**config.mk**
```make
export PLATFORM = sky130hd
export DESIGN_NAME = edge_io_port
export DESIGN_NICKNAME = d
export VERILOG_FILES = /design/src/rtl/edge_io_pkg.sv /design/src/rtl/eio_sync.sv /design/src/rtl/eio_edge_track.sv /design/src/rtl/edge_io_port.sv
export SDC_FILE = /design/constraint.sdc
export NUM_CORES = 1
export LEC_CHECK = 0
export ABC_AREA = 1
export CORE_AREA = 8 8 69 71
export DETAILED_ROUTE_END_ITERATION = 8
export DIE_AREA = 0 0 77 79
export PLACE_DENSITY = 0.8
export SETUP_SLACK_MARGIN = 0.4
export SYNTH_ARGS = -nofsm -noshare
export SYNTH_HDL_FRONTEND = slang
export SYNTH_HIERARCHICAL = 1
export SYNTH_SLANG_ARGS = --single-unit
```
**constraint.sdc**
```tcl
create_clock -name clk -period 2.5 [get_ports clk]
set_clock_uncertainty 0.1 [all_clocks]
set_input_delay 0.5 -clock clk [delete_from_list [all_inputs] [get_ports clk]]
set_output_delay 0.5 -clock clk [all_outputs]
set_load 0.01 [all_outputs]
```
**src/rtl/edge_io_pkg.sv**
```systemverilog
package edge_io_pkg;

  // Decide whether a change between two synchronized samples counts.
  function automatic logic edge_counts(logic prev, logic cur, logic rise_ok, logic fall_ok);
    return (!prev && cur && rise_ok) || (prev && !cur && fall_ok);
  endfunction

endpackage

```
**src/rtl/eio_sync.sv**
```systemverilog
module eio_sync #(
  parameter int WIDTH = 4
) (
  input  logic             clk,
  input  logic             rst_n,
  input  logic [WIDTH-1:0] async_in,
  output logic [WIDTH-1:0] sync_out
);

  logic [WIDTH-1:0] stage1;

  always_ff @(posedge clk or negedge rst_n) begin
    if (!rst_n) begin
      stage1   <= '0;
      sync_out <= '0;
    end else begin
      stage1   <= async_in;
      sync_out <= stage1;
    end
  end

endmodule

```
**src/rtl/eio_edge_track.sv**
```systemverilog
module eio_edge_track
  import edge_io_pkg::*;
#(
  parameter int WIDTH = 4
) (
  input  logic             clk,
  input  logic             rst_n,
  input  logic [WIDTH-1:0] level,
  input  logic [WIDTH-1:0] rise_en,
  input  logic [WIDTH-1:0] fall_en,
  input  logic             clr,
  output logic [WIDTH-1:0] status,
  output logic [WIDTH-1:0] hit,
  output logic             irq
);

  logic [WIDTH-1:0] prev_level;

  always_ff @(posedge clk or negedge rst_n) begin
    if (!rst_n) prev_level <= '0;
    else        prev_level <= level;
  end

  for (genvar b = 0; b < WIDTH; b++) begin : g_bit
    assign hit[b] = edge_counts(prev_level[b], level[b], rise_en[b], fall_en[b]);

    // A new edge overrides a coincident clear.
    always_ff @(posedge clk or negedge rst_n) begin
      if (!rst_n) status[b] <= 1'b0;
      else        status[b] <= (status[b] & ~clr) | hit[b];
    end
  end

  always_ff @(posedge clk or negedge rst_n) begin
    if (!rst_n) irq <= 1'b0;
    else        irq <= (irq & ~clr) | (|hit);
  end

endmodule

```
**src/rtl/edge_io_port.sv**
```systemverilog
module edge_io_port #(
  parameter int LINES = 4,
  localparam int RD_W = 2 * LINES
) (
  input  logic             clk,
  input  logic             rst_n,
  input  logic [LINES-1:0] gp_pin_in,
  output logic [LINES-1:0] gp_pin_out,
  output logic [LINES-1:0] gp_pin_oe,
  input  logic [LINES-1:0] iso_pin_in,
  input  logic             iso_pol,
  input  logic [LINES-1:0] gp_rise_en,
  input  logic [LINES-1:0] gp_fall_en,
  input  logic [LINES-1:0] iso_rise_en,
  input  logic [LINES-1:0] iso_fall_en,
  input  logic             wr_dir_en,
  input  logic [LINES-1:0] wr_dir_data,
  input  logic             wr_data_en,
  input  logic [LINES-1:0] wr_data,
  input  logic             clr_gp,
  input  logic             clr_iso,
  output logic [RD_W-1:0]  rd_gp_data,
  output logic [RD_W-1:0]  rd_iso_data,
  output logic             irq_gp,
  output logic             irq_iso
);

  logic [LINES-1:0] dir_q;
  logic [LINES-1:0] out_q;
  logic [LINES-1:0] gp_lvl;
  logic [LINES-1:0] iso_lvl;
  logic [LINES-1:0] gp_status;
  logic [LINES-1:0] iso_status;
  logic [LINES-1:0] gp_hit;
  logic [LINES-1:0] iso_hit;

  // Direction and output registers; writes respect the current direction.
  always_ff @(posedge clk or negedge rst_n) begin
    if (!rst_n) begin
      dir_q <= '0;
      out_q <= '0;
    end else begin
      if (wr_dir_en)  dir_q <= wr_dir_data;
      if (wr_data_en) out_q <= (out_q & ~dir_q) | (wr_data & dir_q);
    end
  end

  eio_sync #(.WIDTH(LINES)) u_gp_sync (
    .clk      (clk),
    .rst_n    (rst_n),
    .async_in (gp_pin_in),
    .sync_out (gp_lvl)
  );

  eio_sync #(.WIDTH(LINES)) u_iso_sync (
    .clk      (clk),
    .rst_n    (rst_n),
    .async_in (iso_pin_in),
    .sync_out (iso_lvl)
  );

  eio_edge_track #(.WIDTH(LINES)) u_gp_track (
    .clk     (clk),
    .rst_n   (rst_n),
    .level   (gp_lvl),
    .rise_en (gp_rise_en),
    .fall_en (gp_fall_en),
    .clr     (clr_gp),
    .status  (gp_status),
    .hit     (gp_hit),
    .irq     (irq_gp)
  );

  // Raw level feeds the tracker; polarity only shapes the reported bits.
  eio_edge_track #(.WIDTH(LINES)) u_iso_track (
    .clk     (clk),
    .rst_n   (rst_n),
    .level   (iso_lvl),
    .rise_en (iso_rise_en),
    .fall_en (iso_fall_en),
    .clr     (clr_iso),
    .status  (iso_status),
    .hit     (iso_hit),
    .irq     (irq_iso)
  );

  assign gp_pin_out  = out_q;
  assign gp_pin_oe   = dir_q;
  assign rd_gp_data  = {gp_status, (out_q & dir_q) | (gp_lvl & ~dir_q)};
  assign rd_iso_data = {iso_status, iso_lvl ^ {LINES{iso_pol}}};

endmodule

```
# == After elaboration in Yosys (flattened, before gate mapping) ==
# Index checks and enable logic that the tools add are counted.
# op_classes
n_bitwise,30
reduce_logical,58
# ops
cell,count
1-bit logical AND,32
4-bit AND,4
1-bit zero test,16
1-bit AND,10
1-bit OR,10
1-bit logical OR,8
4-bit OR,2
4-bit OR reduction,2
4-bit inverter,1
4-bit bitwise XOR,1
1-bit inverter,2
# totals
elab_cells,106
regBits,42
output_inout_bits,26

# == Depth between registers and ports, before layout ==
# Gate-level depths: netlist (run 1).
# logic_depth
ltp_word,6
ltp_mapped,6
ltp_nobuf,6

# == Modules after synthesis ==
# Netlist (run 1), hierarchy kept.
# by_module_without_submodules
mod,cells_each,n_inst,area_each_um2
eio_edge_track,41,2,376.6
edge_io_port,66,1,435.4
eio_sync,8,2,200.2

# == Worst setup path after synthesis (run 1) ==
# OpenSTA, ideal clock, no wires.
# synth_path
kind,in2out
from,in iso_pol
to,out rd_iso_data[0]
setup_slack_ns,1.178
t_arrival_ns,0.722
n_path_buf,0
cell_stages,3
cell_sequence,inv_1 > nand2_1 > nand2_1
# synth_between
elab_chain_cells,1
# synth_lines
item,line,source
"start, declared",edge_io_port.sv:11,"input logic iso_pol,"
4-bit bitwise XOR,edge_io_port.sv:90,"assign rd_iso_data = {iso_status, iso_lvl ^ {LINES{iso_pol}}};"
"end, declared",edge_io_port.sv:23,"output logic [RD_W-1:0] rd_iso_data,"
# Every way passes these cells.

# == Worst setup path in the final report (run 1) ==
# layout_path
from,"reg dir_q[0], in the netlist gp_pin_oe[0]"
to,out rd_gp_data[0]
# layout_between
elab_chain_cells,3
word_cells_on_any_way,4
classes_between,bitwise (4)
# layout_lines
item,line,source
"start, declared",edge_io_port.sv:28,logic [LINES-1:0] dir_q;
"start signal, assigned",edge_io_port.sv:43,if (wr_dir_en) dir_q <= wr_dir_data;
4-bit inverter,edge_io_port.sv:89,"assign rd_gp_data = {gp_status, (out_q & dir_q) | (gp_lvl & ~dir_q)};"
4-bit AND,edge_io_port.sv:89,
4-bit OR *,edge_io_port.sv:89,
"end, declared",edge_io_port.sv:22,"output logic [RD_W-1:0] rd_gp_data,"
# Every way passes the cells marked *; elsewhere a longest branch is shown, timed or not.

==> out/summary.txt, run 1 <==
Placement row count -> 23
Nets -> 273
GRT Total Usage -> 11.91%
Antenna Cells -> 0
Critical Path Start Type -> flip-flop
Switching pwr -> 0.3507 mW
Combinational group share of total power -> 19.2%
Routed wire length -> 3.537 mm
Gr ovfl total -> 0
Cell internal pwr -> 1.088 mW
Most frequent cells in the layout -> 55 x clkdlybuf4s50_1, 54 x nand2_1, 42 x dfrtp_1
Core area -> 3799 um2
Cell Area, Synth -> 1582 um2
Maxcap violations -> 0
Number of buffers created by CTS -> 5
Post-route clock period utilization -> 81.41%
Initial antenna violation count -> 0
CTS Buffer Depth -> 2
Leading cell type in the layout, fill and taps excluded -> clkdlybuf4s50_1
Vias post-DR -> 1292
Fin Setup TNS -> 0 ns
Detailed Route Iter0 Violations -> 39
Leakage dissipation -> 1.190 nW
Fin crit period -> 2.035 ns
Vias per cell -> 4.549
RSZ-0062 raised after global routing -> no
Worst-path fanout max -> 5
Req. time, crit path -> 1.90 ns
Clk sink count -> 42
Critical path's most frequent cell -> nand2_1
Slew HR -> 68.52%
Synth-to-Final Area Change -> 49.29%
Max Slew Vio Count -> 0
Clock network power share -> 27.1%
Die X -> 77 um
Worst Max-Slew Pin Slew -> 0.4722 ns
Layout cells sized above 1 -> 8.974%
Largest net degree at the start of global routing -> 23
First-pass GRT wire length -> 5.796 mm
CP arrival -> 1.44 ns
H-tree depth -> 2
Achievable Freq -> 491.3 MHz
HP Class -> input port to async pin
VDD IR max -> 365.1 uV
Number of global-route vias before repair -> 1326
Slowest-stage cell, CP -> clkdlybuf4s50_1
Die Area -> 6083 um2
Port-buffer cells -> 64
Worst-Skew Late Latency -> 0.28 ns
Total power -> 1.438 mW
DIE HEIGHT -> 79 um
CP peak stage delay -> 0.53 ns
Hold Violations, Final -> 0
Worst path cell trace -> inv_1 -> nand2_1 -> nand2_1 -> clkdlybuf4s50_1
Initial core utilization -> 41.63%
Syn Area/Cell -> 9.762 um2
Net Sw Frac -> 24.38%
GPL Wtd Cong -> 0.7857
CTS root buf -> clkbuf_8
Worst Setup End Kind -> output port
Final ANT Viol Nets -> 0
Syn. warnings -> 6
DRC errors left -> 0
Status -> completed
CTS tree -> built
Power Density -> 609.2 nW/um2
Top Ports -> 65
Cell count after synthesis -> 162
Initial DRT Pass Iterations -> 4
CP Class -> flip-flop to output port
Final setup vio count -> 0
Post-DP HPWL -> 2.802 mm
Wire length per cell -> 12.45 um
Clock transition at the registers of the reported paths -> 0.07 ns
Flop pwr share -> 53.7%
Mapped Nets -> 201
Hold_buf cts -> 0
## final cells by class
cell class	count	area (um2)
Sequential cell	42	1051
Clock buffer	7	76.32
Fill cell	336	1438
Multi-Input combinational cell	100	447.9
Tap cell	50	62.56
Inverter	19	71.32
Timing Repair Buffer	66	651.9
## path summary, 6_finish.rpt
check | end | depth (start not counted) | slack (ns) | startpoint
max | rd_gp_data[0] | 4 | 0.46 | gp_pin_oe[0]
min | u_gp_track/irq | 1 | 0.06 | rst_n
max reg2reg | u_iso_track/irq | 4 | 1.49 | u_iso_sync/sync_out[2]
min reg2reg | u_gp_sync/sync_out[3] | 0 | 0.25 | u_gp_sync/stage1[3]
max in group asynchronous | gp_pin_oe[3] | 2 | 1.59 | rst_n
min in group clk | u_gp_sync/sync_out[3] | 0 | 0.25 | u_gp_sync/stage1[3]
## state kept, by name, summed over array words and instances, names as in the netlist, named ones only
name,flops
u_iso_sync/stage1,4
u_gp_track/status,4
u_gp_track/prev_level,4
u_iso_track/prev_level,4
gp_pin_oe,4
u_iso_track/irq,1
u_gp_track/irq,1
u_iso_sync/sync_out,4
u_gp_sync/stage1,4
u_gp_sync/sync_out,4
u_iso_track/status,4
## metrics by stage
step | util [%] | std cells | area, um2 | hold slack [ns] | setup slack, ns
after floorplan | - | 162 | 1582 | 0.1044 | 1.178
after global placement | 59.91 | 276 | 2276 | 0.2325 | 0.1613
after detailed placement | 59.91 | 276 | 2276 | 0.2347 | 0.1189
after global routing | 62.15 | 284 | 2361 | 0.08578 | 0.4233
final | 62.15 | 284 | 2361 | 0.06230 | 0.4647
after CTS | 61.76 | 283 | 2346 | 0.07655 | 0.4561
## critical path: cells and delay by family (launching register included)
kind          cells  cell delay, ns
simple gates      2            0.11
buf+inv           2            0.62
flops             1            0.43
## layer usage
layer / up-vias / track usage [%] / wire (um)
met1: 598 / 13.18 / 1435
met2: 35 / 19.71 / 1800
met4: 0 / 8.491 / 138
met5: - / 0 / 0
li1: 645 / - / -
met3: 14 / 3.160 / 162
## timing repair
item | CTS | global route
gates resized for setup | 6 | 3
setup buffers | 0 | 1
hold endpoints to repair | 0 | 0
setup endpoints to repair | 4 | 3
## power groups by stage
stage	clock, mW	combinational, mW	sequential, mW
2_1_floorplan	0	0.0792	0.796
3_3_place_gp	0	0.281	0.783
3_5_place_dp	0	0.284	0.785
4_1_cts	0.404	0.282	0.773
5_1_grt	0.429	0.304	0.781
6_report	0.390	0.276	0.773
(Power assumes the default switching activity.)
==> run 2, diff against run 1 <==
--- a/config.mk
+++ b/config.mk
@@ -6,10 +6,10 @@
 export NUM_CORES = 1
 export LEC_CHECK = 0
 export ABC_AREA = 1
-export CORE_AREA = 8 8 69 71
+export CORE_AREA = 8 8 74 76
 export DETAILED_ROUTE_END_ITERATION = 8
-export DIE_AREA = 0 0 77 79
-export PLACE_DENSITY = 0.8
+export DIE_AREA = 0 0 82 84
+export PLACE_DENSITY = 0.72
 export SETUP_SLACK_MARGIN = 0.4
 export SYNTH_ARGS = -nofsm -noshare
 export SYNTH_HDL_FRONTEND = slang
==> constraint.sdc (replaced) <==
create_clock -name clk -period 1.7 [get_ports clk]
set_clock_uncertainty 0.1 [all_clocks]
set_input_delay 0.34 -clock clk [delete_from_list [all_inputs] [get_ports clk]]
set_output_delay 0.34 -clock clk [all_outputs]
set_load 0.01 [all_outputs]
==> run 2 against run 1 <==
Sequential share of layout area fell by 1.9 points. Worst hold slack better by 0.19 ns. Die area grew 13%. Count of clock-buffer cells in the layout stayed put. Worst setup slack got worse by 0.21 ns. Utilization decreased by 4.3 points. Sequential cell count unchanged. Via count up 4.0%. Clock power is 65% higher. Sequential power rose by 46%. Largest power group unchanged. Highest routed layer unchanged.
==> out/summary.txt, run 2 (synthesis gave the netlist of run 1 again) <==
Clock transition at the registers of the reported paths -> 0.08 ns (was 0.07 ns)
Flop-to-flop setup slack -> 0.61 ns (was 1.49 ns)
Leakage dissipation -> 1.279 nW (was 1.190 nW)
GPL Wtd Cong -> 0.7805 (was 0.7857)
Maxcap violations -> 0 (unchanged)
Most frequent cells in the layout -> 50 x nand2_1, 42 x dfrtp_1, 36 x clkdlybuf4s50_1 (was 55 x clkdlybuf4s50_1, 54 x nand2_1, 42 x dfrtp_1)
Worst Max-Slew Pin Slew -> 0.3129 ns (was 0.4722 ns)
H-tree depth -> 2 (unchanged)
GRT Total Usage -> 11.96% (was 11.91%)
Slew HR -> 79.14% (was 68.52%)
CTS tree -> built (unchanged)
RSZ-0062 raised after global routing -> yes (was no)
Wire length per cell -> 12.49 um (was 12.45 um)
Fillers -> 376 (was 336)
Top Ports -> 65 (unchanged)
Largest net degree at the start of global routing -> 19 (was 23)
Layout cells sized above 1 -> 29.80% (was 8.974%)
Vias per cell -> 4.378 (was 4.549)
Clk sink count -> 42 (unchanged)
Net Sw Frac -> 25.28% (was 24.38%)
CTS Buffer Depth -> 2 (unchanged)
Final setup vio count -> 0 (unchanged)
Routed wire length -> 3.835 mm (was 3.537 mm)
Port-buffer cells -> 64 (unchanged)
Hold Slack -> 0.2498 ns (was 0.06230 ns)
FF+latch area -> 1051 um2 (unchanged)
Initial antenna violation count -> 0 (unchanged)
Number of global-route vias before repair -> 1484 (was 1326)
Combinational group share of total power -> 20.3% (was 19.2%)
Synth-to-Final Area Change -> 55.93% (was 49.29%)
Achievable Freq -> 691.5 MHz
Post-DP HPWL -> 2.917 mm (was 2.802 mm)
Hold Startpoint -> u_iso_sync/stage1[2]
DRC errors left -> 0 (unchanged)
DIE HEIGHT -> 84 um (was 79 um)
CTS root buf -> clkbuf_8 (unchanged)
Cell internal pwr -> 1.664 mW (was 1.088 mW)
Leading cell type in the layout, fill and taps excluded -> nand2_1 (was clkdlybuf4s50_1)
Nets -> 293 (was 273)
DP Cell Count -> 279 (was 276)
Max Slew Vio Count -> 0 (unchanged)
Power Density -> 902.9 nW/um2 (was 609.2 nW/um2)
HP Class -> flip-flop to flip-flop (was input port to async pin)
Non-Filler Instances -> 307 (was 284)
CP arrival -> 1.01 ns (was 1.44 ns)
Detailed Route Iter0 Violations -> 40 (was 39)
Post-route clock period utilization -> 85.07%
Initial DRT Pass Iterations -> 4 (unchanged)
Antenna Cells -> 0 (unchanged)
Flop pwr share -> 50.8% (was 53.7%)
CP startpoint -> gp_pin_oe[0] (unchanged)
Gr ovfl total -> 0 (unchanged)
Worst-path fanout max -> 5 (unchanged)
CP Class -> flip-flop to output port (unchanged)
Hold Violations, Final -> 0 (unchanged)
Critical Path Start Type -> flip-flop (unchanged)
VDD IR max -> 516.6 uV (was 365.1 uV)
Multi-input combinational cell area -> 457.9 um2 (was 447.9 um2)
Die Area -> 6888 um2 (was 6083 um2)
Placement row count -> 24 (was 23)
Die X -> 82 um (was 77 um)
Number of buffers created by CTS -> 5 (unchanged)
Core area -> 4264 um2 (was 3799 um2)
Worst-Skew Late Latency -> 0.28 ns (about the same)
Req. time, crit path -> 1.26 ns (was 1.90 ns)
Clock network power share -> 28.8% (was 27.1%)
Vias post-DR -> 1344 (was 1292)
Reg2reg start -> u_iso_sync/sync_out[0] (was u_iso_sync/sync_out[2])
Initial core utilization -> 37.09% (was 41.63%)
Fin crit period -> 1.446 ns
First-pass GRT wire length -> 6.541 mm (was 5.796 mm)
Switching pwr -> 0.5629 mW (was 0.3507 mW)
Worst Setup End Kind -> output port (unchanged)
Status -> completed (unchanged)
Final ANT Viol Nets -> 0 (unchanged)
==> run 2: changes by cell type in the layout (fill, tap and decap cells not counted), sizes merged <==
| cell | previous run | this run |
|---|---|---|
| clkdlybuf4s50 | 55 | 36 |
| buf | 3 | 48 |
| dlygate4sd2 | 5 | 1 |
| dlymetal6s2s | 3 | 0 |
| clkinv | 0 | 1 |
| dlygate4sd3 | 0 | 1 |
==> run 2: worst paths after layout <==
path	to	cells after the start
worst max-delay path	rd_gp_data[0]	4
max in group asynchronous	u_gp_track/prev_level[1]	3
min in group asynchronous	u_iso_sync/sync_out[3]	2
worst min-delay path	u_iso_sync/sync_out[2]	0
worst min register to register	u_iso_sync/sync_out[2]	0
worst max register to register	u_iso_track/irq	7
==> run 2: area by class of cell <==
type / instances / share of cell area (%)
tap: 52 / 2.638
inverter: 19 / 2.892
timing repair buffer: 86 / 29.58
clock buffer: 7 / 3.501
clock inverter: 1 / 0.2029
multi-input combinational: 100 / 18.57
sequential: 42 / 42.62
==> run 2: metal layers <==
metal	GRT usage (%)	share of wire, %	up-vias
li1	-	-	686
met1	13.73	41	613
met2	19.40	50	40
met3	4.526	7.5	5
met4	4.313	1.3	0
met5	0	0	-
==> run 2: per-stage QoR <==
step	setup TNS (ns)	util, %	worst slack, ns	power (mW)	area (um2)
after global routing	0	57.83	0.1811	2.358	2466
after CTS	0	56.63	0.2293	2.227	2415
after detailed placement	-1.493	53.61	-0.3870	1.578	2286
final	0	57.83	0.2538	2.227	2466
after floorplan	0	-	0.6206	1.287	1582
after global placement	-1.256	53.61	-0.3151	1.568	2286
==> run 2: what timing repair did <==
action	CTS	global route
pin swaps	1	1
endpoints found under the setup margin	26	17
gates resized for setup	113	12
buffers inserted	16	3
hold buffers	1	0
hold endpoints to repair	13	0
==> run 2: power by group through the flow <==
stage	clock network [mW]	registers [mW]	logic, mW
6_report	0.642	1.13	0.453
5_1_grt	0.711	1.14	0.502
4_1_cts	0.666	1.13	0.430
3_5_place_dp	0	1.16	0.423
3_3_place_gp	0	1.15	0.417
2_1_floorplan	0	1.17	0.117
==> run 2: worst max-delay path, stage by stage, from the launching register on <==
cell and delay [ns]:
dfrtp_1 0.43, inv_2 0.08, nand2_2 0.04, nand2_1 0.05
buf_2 0.12
==> run 3, diff against run 2 <==
--- a/config.mk
+++ b/config.mk
@@ -11,6 +11,7 @@
 export DIE_AREA = 0 0 82 84
 export PLACE_DENSITY = 0.72
 export SETUP_SLACK_MARGIN = 0.4
+export SKIP_CTS_REPAIR_TIMING = 1
 export SYNTH_ARGS = -nofsm -noshare
 export SYNTH_HDL_FRONTEND = slang
 export SYNTH_HIERARCHICAL = 1
==> run 3 against run 2 <==
Cell count down 1.3%. Combinational power decreased by 4.4%. Global-route usage decreased by 0.48 points. Via count fell by 2.5%. Routed wire length fell by 0.65%. Power fell by 0.77%. Sequential cell count is the same. Clock power hardly changed. Die area unchanged. Utilization fell by 0.59 points. Cell area is 1.0% lower. Worst hold slack about the same.
==> out/summary.txt, run 3 (synthesis gave the netlist of run 1 again) <==
H-tree depth -> 2 (unchanged)
Synth-to-Final Area Change -> 54.35% (was 55.93%)
Most frequent cells in the layout -> 51 x nand2_1, 41 x dfrtp_1, 36 x clkdlybuf4s50_1 (was 50 x nand2_1, 42 x dfrtp_1, 36 x clkdlybuf4s50_1)
Initial core utilization -> 37.09% (unchanged)
Worst-path fanout max -> 3 (was 5)
Cell area after placement -> 2286 um2 (unchanged)
Core area -> 4264 um2 (unchanged)
Worst Max-Slew Pin Slew -> 0.3184 ns (was 0.3129 ns)
Vias post-DR -> 1311 (was 1344)
Req. time, crit path -> 1.26 ns (about the same)
CTS tree -> built (unchanged)
CTS Buffer Depth -> 2 (unchanged)
DRC errors left -> 0 (unchanged)
CTS root buf -> clkbuf_8 (unchanged)
Initial DRT Pass Iterations -> 4 (unchanged)
Fin crit period -> 1.533 ns (was 1.446 ns)
Layout cells sized above 1 -> 28.29% (was 29.80%)
GPL Wtd Cong -> 0.7805 (unchanged)
Leakage dissipation -> 1.283 nW (was 1.279 nW)
Worst-Skew Late Latency -> 0.29 ns (was 0.28 ns)
Final Util -> 57.25% (was 57.83%)
Power Density -> 905.2 nW/um2 (was 902.9 nW/um2)
Initial antenna violation count -> 0 (unchanged)
Clk sink count -> 42 (unchanged)
VDD IR max -> 611.7 uV (was 516.6 uV)
Max Slew Vio Count -> 0 (unchanged)
Final setup vio count -> 0 (unchanged)
Number of global-route vias before repair -> 1414 (was 1484)
Clock transition at the registers of the reported paths -> 0.08 ns (about the same)
Status -> completed (unchanged)
RSZ-0062 raised after global routing -> yes (unchanged)
Layout Cell Area excl Fill -> 2441 um2 (was 2466 um2)
Routed wire length -> 3.810 mm (was 3.835 mm)
Number of buffers created by CTS -> 5 (unchanged)
First-pass GRT wire length -> 6.265 mm (was 6.541 mm)
Post-DP HPWL -> 2.917 mm (unchanged)
Slew HR -> 78.77% (was 79.14%)
Post-route clock period utilization -> 90.19% (was 85.07%)
Final ANT Viol Nets -> 0 (unchanged)
Port-buffer cells -> 64 (unchanged)
GRT Total Usage -> 11.48% (was 11.96%)
Top Ports -> 65 (unchanged)
Placement row count -> 24 (unchanged)
Nets -> 289 (was 293)
Maxcap violations -> 0 (unchanged)
Hold Violations, Final -> 0 (unchanged)
Leading cell type in the layout, fill and taps excluded -> nand2_1 (unchanged)
Largest net degree at the start of global routing -> 19 (unchanged)
CP Class -> flip-flop to output port (unchanged)
Achievable Freq -> 652.2 MHz (was 691.5 MHz)
DIE HEIGHT -> 84 um (unchanged)
HP Class -> flip-flop to flip-flop (unchanged)
Die Area -> 6888 um2 (unchanged)
Detailed Route Iter0 Violations -> 38 (was 40)
Die X -> 82 um (unchanged)
Critical Path Start Type -> flip-flop (unchanged)
Gr ovfl total -> 0 (unchanged)
Wire length per cell -> 12.57 um (was 12.49 um)
CP arrival -> 1.09 ns (was 1.01 ns)
Vias per cell -> 4.327 (was 4.378)
Antenna Cells -> 0 (unchanged)
Worst Setup End Kind -> output port (unchanged)
## run 3: cell count changes in the layout (fill, tap and decap cells not counted), sizes merged
cell	change
clkbuf	+14
dlymetal6s2s	+3
dlygate4sd2	-1
buf	-20
## run 3: where the power goes
group | internal (mW) | total [mW] | switching (mW)
clock network | 0.327 | 0.643 | 0.315
registers | 1.08 | 1.13 | 0.0547
logic | 0.242 | 0.433 | 0.191
## run 3: final cells by class
type	count	area, um2
flip-flops and latches	42	1052
clock buffers	7	86.33
fillers	380	1823
multi-input cells	100	455.4
inverters	19	73.82
well taps	52	65.06
repair buffers	82	703.2
clock inverters	1	5.005
## run 3: path summary, 6_finish.rpt
path                       slack [ns]  cells past startpoint                        end              startpoint
min                              0.25                      0     u_iso_sync/sync_out[2]    u_iso_sync/stage1[2]
min reg2reg                      0.25                      0     u_iso_sync/sync_out[2]    u_iso_sync/stage1[2]
max in group asynchronous        0.59                      3      u_gp_sync/sync_out[0]                   rst_n
max reg2reg                      0.61                      7            u_iso_track/irq  u_iso_sync/sync_out[1]
min in group asynchronous        0.38                      2  u_iso_track/prev_level[0]                   rst_n
max                              0.17                      5              rd_gp_data[0]            gp_pin_oe[0]
## run 3: stage by stage
stage / power [mW] / TNS, ns / instances / worst slack (ns) / hold WS (ns)
final: 2.210 / 0 / 303 / 0.1667 / 0.2498
after CTS: 2.227 / -2.386 / 287 / -0.3901 / -0.1581
after detailed placement: 1.578 / -1.493 / 279 / -0.3870 / 0.1557
after floorplan: 1.287 / 0 / 162 / 0.6206 / -0.05559
after global routing: 2.343 / 0 / 303 / 0.08879 / 0.2568
after global placement: 1.568 / -1.256 / 279 / -0.3151 / 0.1554
## run 3: critical path: stages (launching register included)
cell,delay [ns]
dfrtp_1,0.42
buf_6,0.14
inv_4,0.04
nand2_2,0.03
nand2_1,0.06
buf_2,0.12
## run 3: metal layers
layer | global-route usage [%] | routed length (um)
met5 | 0 | 0
met2 | 18.25 | 1887
met1 | 13.22 | 1588
met4 | 4.313 | 49
met3 | 4.741 | 284
